===== src/rtl/seqdet_pkg.sv =====
package seqdet_pkg;
  // One-hot bit positions of the detector states
  localparam int ST_IDLE  = 0;  // nothing of a prefix seen
  localparam int ST_P0    = 1;  // "0"
  localparam int ST_P01   = 2;  // "01"
  localparam int ST_P010  = 3;  // "010"
  localparam int ST_P011  = 4;  // "011"
  localparam int ST_HIT_A = 5;  // "0101" accepted
  localparam int ST_HIT_B = 6;  // "0110" accepted
  localparam int NUM_ST   = 7;
endpackage


===== src/rtl/seqdet_rst_sync.sv =====
module seqdet_rst_sync #(
  parameter int STAGES = 2
) (
  input  logic clk,
  input  logic rst_n,
  output logic rst_sync_n
);
  logic [STAGES-1:0] chain_q;

  always_ff @(posedge clk or negedge rst_n) begin
    if (!rst_n) chain_q <= '0;
    else        chain_q <= {chain_q[STAGES-2:0], 1'b1};
  end

  assign rst_sync_n = chain_q[STAGES-1];
endmodule


===== src/rtl/seqdet_next.sv =====
module seqdet_next
  import seqdet_pkg::*;
#(
  parameter int N = NUM_ST
) (
  input  logic [N-1:0] cur,
  input  logic         x,
  output logic [N-1:0] nxt
);
  // Each state bit is the OR of its predecessors on the matching input value
  always_comb begin
    nxt           = '0;
    nxt[ST_IDLE]  = x  & (cur[ST_IDLE] | cur[ST_P011]);
    nxt[ST_P0]    = ~x & (cur[ST_IDLE] | cur[ST_P0] | cur[ST_P010] | cur[ST_HIT_B]);
    nxt[ST_P01]   = x  & (cur[ST_P0]   | cur[ST_HIT_B]);
    nxt[ST_P010]  = ~x & (cur[ST_P01]  | cur[ST_HIT_A]);
    nxt[ST_P011]  = x  & (cur[ST_P01]  | cur[ST_HIT_A]);
    nxt[ST_HIT_A] = x  & cur[ST_P010];
    nxt[ST_HIT_B] = ~x & cur[ST_P011];
  end
endmodule


===== src/rtl/seqdet_state_reg.sv =====
module seqdet_state_reg #(
  parameter int N       = 7,
  parameter int RST_IDX = 0
) (
  input  logic         clk,
  input  logic         rst_n,
  input  logic         en,
  input  logic [N-1:0] d,
  output logic [N-1:0] q
);
  localparam logic [N-1:0] RST_VEC = (N)'(1) << RST_IDX;

  always_ff @(posedge clk or negedge rst_n) begin
    if (!rst_n)  q <= RST_VEC;
    else if (en) q <= d;
  end

  // exactly one state flop set once out of reset
  p_onehot_r8: assert property (@(posedge clk) disable iff (!rst_n) $onehot(q));
  // a disabled edge leaves the state untouched
  p_hold_idle_edge_r7: assert property (@(posedge clk) disable iff (!rst_n)
    !en |=> $stable(q));
endmodule


===== src/rtl/seqdet_dual.sv =====
module seqdet_dual
  import seqdet_pkg::*;
#(
  parameter int SYNC_STAGES = 2
) (
  input  logic clk,
  input  logic rst_n,
  input  logic sample_en,
  input  logic x_in,
  output logic z_out
);
  logic              rst_sync_n;
  logic [NUM_ST-1:0] st_q;
  logic [NUM_ST-1:0] st_d;

  seqdet_rst_sync #(.STAGES(SYNC_STAGES)) u_rst (
    .clk        (clk),
    .rst_n      (rst_n),
    .rst_sync_n (rst_sync_n)
  );

  seqdet_next #(.N(NUM_ST)) u_next (
    .cur (st_q),
    .x   (x_in),
    .nxt (st_d)
  );

  seqdet_state_reg #(.N(NUM_ST), .RST_IDX(ST_IDLE)) u_reg (
    .clk   (clk),
    .rst_n (rst_sync_n),
    .en    (sample_en),
    .d     (st_d),
    .q     (st_q)
  );

  // Moore output: accept states only
  assign z_out = st_q[ST_HIT_A] | st_q[ST_HIT_B];

  // the 0101 accept state is entered only from "010" on an enabled 1
  p_enter_hit_a_r2: assert property (@(posedge clk) disable iff (!rst_sync_n)
    $rose(st_q[ST_HIT_A]) |-> $past(st_q[ST_P010] && sample_en && x_in));
  // the 0110 accept state is entered only from "011" on an enabled 0
  p_enter_hit_b_r3: assert property (@(posedge clk) disable iff (!rst_sync_n)
    $rose(st_q[ST_HIT_B]) |-> $past(st_q[ST_P011] && sample_en && !x_in));
  // no two consecutive enabled samples both complete a match
  p_single_pulse_r6: assert property (@(posedge clk) disable iff (!rst_sync_n)
    (sample_en && z_out) |=> !z_out);
  // the output is low while the internal reset holds
  p_reset_quiet_r1: assert property (@(posedge clk) !rst_sync_n |-> !z_out);
endmodule


===== config.mk =====
export PLATFORM = sky130hd
export DESIGN_NAME = seqdet_dual
export DESIGN_NICKNAME = d
export VERILOG_FILES = /design/src/rtl/seqdet_pkg.sv /design/src/rtl/seqdet_rst_sync.sv /design/src/rtl/seqdet_next.sv /design/src/rtl/seqdet_state_reg.sv /design/src/rtl/seqdet_dual.sv
export SDC_FILE = /design/constraint.sdc
export NUM_CORES = 1
export LEC_CHECK = 0
export BUFFER_PORTS_ARGS = -buffer_cell sky130_fd_sc_hd__buf_2
export CORE_AREA = 5 5 42 44
export CTS_BUF_LIST = sky130_fd_sc_hd__clkbuf_8
export CTS_CLUSTER_SIZE = 16
export DETAILED_ROUTE_END_ITERATION = 10
export DIE_AREA = 0 0 47 49
export PLACE_DENSITY_LB_ADDON = 0.2
export SLEW_MARGIN = 5
export SYNTH_ARGS = -nofsm -noshare
export SYNTH_HDL_FRONTEND = slang
export SYNTH_SLANG_ARGS = --single-unit

===== constraint.sdc =====
create_clock -name clk -period 1.11 [get_ports clk]
set_clock_uncertainty 0.1 [all_clocks]
set_input_delay 0.1665 -clock clk [delete_from_list [all_inputs] [get_ports clk]]
set_output_delay 0.1665 -clock clk [all_outputs]
set_load 0.05 [all_outputs]

==> results.toml <==
[yosys]
synth_nets = 37
synth.top_cell.area_share_pct = 57.3
yosys.area.top_type = "dfrtp_1"
ys_seq_elements = 9
avgSynthCellArea_um2 = 10.6
yosysMostFrequentCell = "dfrtp_1"
synth.area.top_cells = "dfrtp_1 (57%), dfstp_2 (7.5%), inv_1 (6.5%)"
synth_ff_type = "dfrtp_1"
synth_common_cells = "dfrtp_1 (8), inv_1 (6), o22ai_1 (3)"
yosys_warnings = 0
netlist_area_um2 = 349
synth_cell_types = 15
ys_seq_area_share_pct = 64.9
synth_edf_count = 0
postSynthCellCount = 33
async_reset_ff_share_pct = 100

[worst_setup_path]
crit_fanout = 2
startpoint_type = "register"
critPathArrivalTime_ps = 870
end_kind = "primary output"
worst-setup-path-type = "reg -> out"
worstPathRequired_ps = 840

[power]
clkPwrFrac_pct = 39.9
ir_drop_mv = 0.610
pwr-share-comb_pct = 14.9
internal-power_mw = 0.679
powerDensity_nw_per_um2 = 1870
power_frac_seq_pct = 45.2
power.switching_mw = 0.211
leakage_nw = 0.227
swShare_pct = 23.7

[global_route]
overflow = 0
antenna_found_initial = 0
grt_max_degree = 13
grt_pass1_wl_mm = 1.00
grt_usage_pct = 6.32
grt_pass1_vias = 253

[placement]
dpl_cell_area_um2 = 382
dpl.hpwl_um = 443
routabilityCongestion = 0.760
portBuffers = 4
post-place-cells = 52
preCtsSetupSlack_ps = 54.8

[layout]
nFillCells = 158
multi_input_area_um2 = 95.1
nNetsFinal = 50
final_cells = 61
finalInstanceArea_um2 = 475
register_area_um2 = 226
drive_gt1_share_pct = 33.3
antenna_cells = 0
layout-area-overhead-vs-synth_pct = 36.2

[floorplanning]
ioPinCount = 5
rows = 14
fp.coreArea_um2 = 1400
start_util_pct = 24.9
die_h_um = 49
chipWidth_um = 47
dieArea_um2 = 2300

[sta]
period_needed_ps = 1140
setup_violations = 2
final_hold_viol_count = 0
timing.fmax_ghz = 0.879
setup_ws_ps = -28.0
final_max_slew_viol_count = 0
rsz0062_at_grt = "true"
fin_crit_sh_pct = 103

[clocking]
ctsHtreeMaxLevel = 1
numCtsBuffers = 3
cts_tree = "built"
cts_buffer_depth = 2
worstSkewPairLatency_ps = 230
root_buffer = "clkbuf_8"
cts.clk_slew.worst_paths_ps = 40
clock_sinks = 9

[flow_run]
maxCapViolCount = 0

[route]
ant_nets = 0
num_vias = 259
drt-initial-drc-count = 7
first_pass_iters = 4
drc_errors = 0
wl_um = 607
avgViaCountPerCell = 4.25
wl_per_cell_um = 9.95

[min_path]
hold_path_class = "reg -> async"

[status]
status = "finished with violations"
violations = "negative setup slack"
-- flip-flops by register name, summed over array words and instances (netlist names) --
register	cells
u_reg.q	7
u_rst.chain_q	2
-- cell usage in the layout, fill, tap and decap left out --
cell type and instances:
dfrtp_1 8, buf_2 3, inv_1 5, a21oi_1 2, buf_4 4, conb_1 1, o22ai_1 3, dfstp_2 1
dlygate4sd3_1 1, nand2b_1 1, buf_6 1, clkbuf_8 3, nand2_1 1, o21a_1 1, inv_2 2, nand3_1 1
o21ai_0 1, nand2_2 1, nand3b_1 1, nor2_1 2, o31a_1 1, o21ai_1 1
-- final timing paths --
kind,from,end,slack [ps],depth (start not counted)
min in group clk,x_in,u_reg.q[0]$_DFFE_PN1P_,80,3
hold / removal,u_rst.chain_q[1]$_DFF_PN0_,u_reg.q[3]$_DFFE_PN0P_,6,0
setup / recovery,u_reg.q[6]$_DFFE_PN0P_,z_out,-30,3
hold reg to reg,u_rst.chain_q[1]$_DFF_PN0_,u_reg.q[3]$_DFFE_PN0P_,6,0
max in group asynchronous,u_rst.chain_q[1]$_DFF_PN0_,u_reg.q[0]$_DFFE_PN1P_,630,0
setup reg to reg,u_reg.q[6]$_DFFE_PN0P_,u_reg.q[1]$_DFFE_PN0P_,-20,3
-- area by class of cell --
type | instances | share of cell area [%]
multi-input cells | 17 | 20.0
repair buffers | 9 | 13.9
flip-flops and latches | 9 | 47.6
well taps | 16 | 4.21
clock inverters | 1 | 0.789
inverters | 6 | 4.74
clock buffers | 3 | 8.68
-- power by group through the flow --
| stage | Clock (mW) | Combinational, mW | Sequential [mW] |
|---|---|---|---|
| 5_1_grt | 0.382 | 0.147 | 0.409 |
| 3_3_place_gp | 0 | 0.103 | 0.406 |
| 6_report | 0.356 | 0.133 | 0.402 |
| 3_5_place_dp | 0 | 0.103 | 0.407 |
| 4_1_cts | 0.365 | 0.133 | 0.402 |
| 2_1_floorplan | 0 | 0.0813 | 0.399 |
-- worst max-delay path, stage by stage (launching register included) --
cell     delay [ps]
dfrtp_1         390
inv_2            70
nand2_2          40
buf_6           140
-- stage by stage --
stage                     TNS [ps]  hold slack (ps)  power [mW]  util, %
after floorplan                  0             -229       0.480        -
after global placement           0             -149       0.508     27.2
after detailed placement         0             -147       0.510     27.2
after CTS                    -45.5             16.6       0.901     33.9
after global routing          -108             34.3       0.937     33.9
final                        -49.8             5.88       0.890     33.9
-- logic make-up (layout without fill, tap and decap cells) --
group                  Yosys count  after routing  synth area share (%)
and+or+nand+nor                  7              7                  9.68
other                            1              1                  1.07
AOI/OAI and AO/OA                9              9                  15.8
buffers and inverters            7             19                  8.60
DFF                              9              9                  64.9
-- metal layers --
metal | track usage [%] | share of wire (%)
met1 | 7.21 | 45
met2 | 8.82 | 50
met3 | 2.21 | 3.6
met4 | 5.53 | 0.66
met5 | 0 | 0
-- what timing repair did --
item                                   CTS  global route
setup endpoints to repair                1             3
hold buffers                             1             0
setup buffers                            4             0
gates resized for setup                  5             1
endpoints found under the hold margin    2             0
Power figures use the tool's default switching activity.
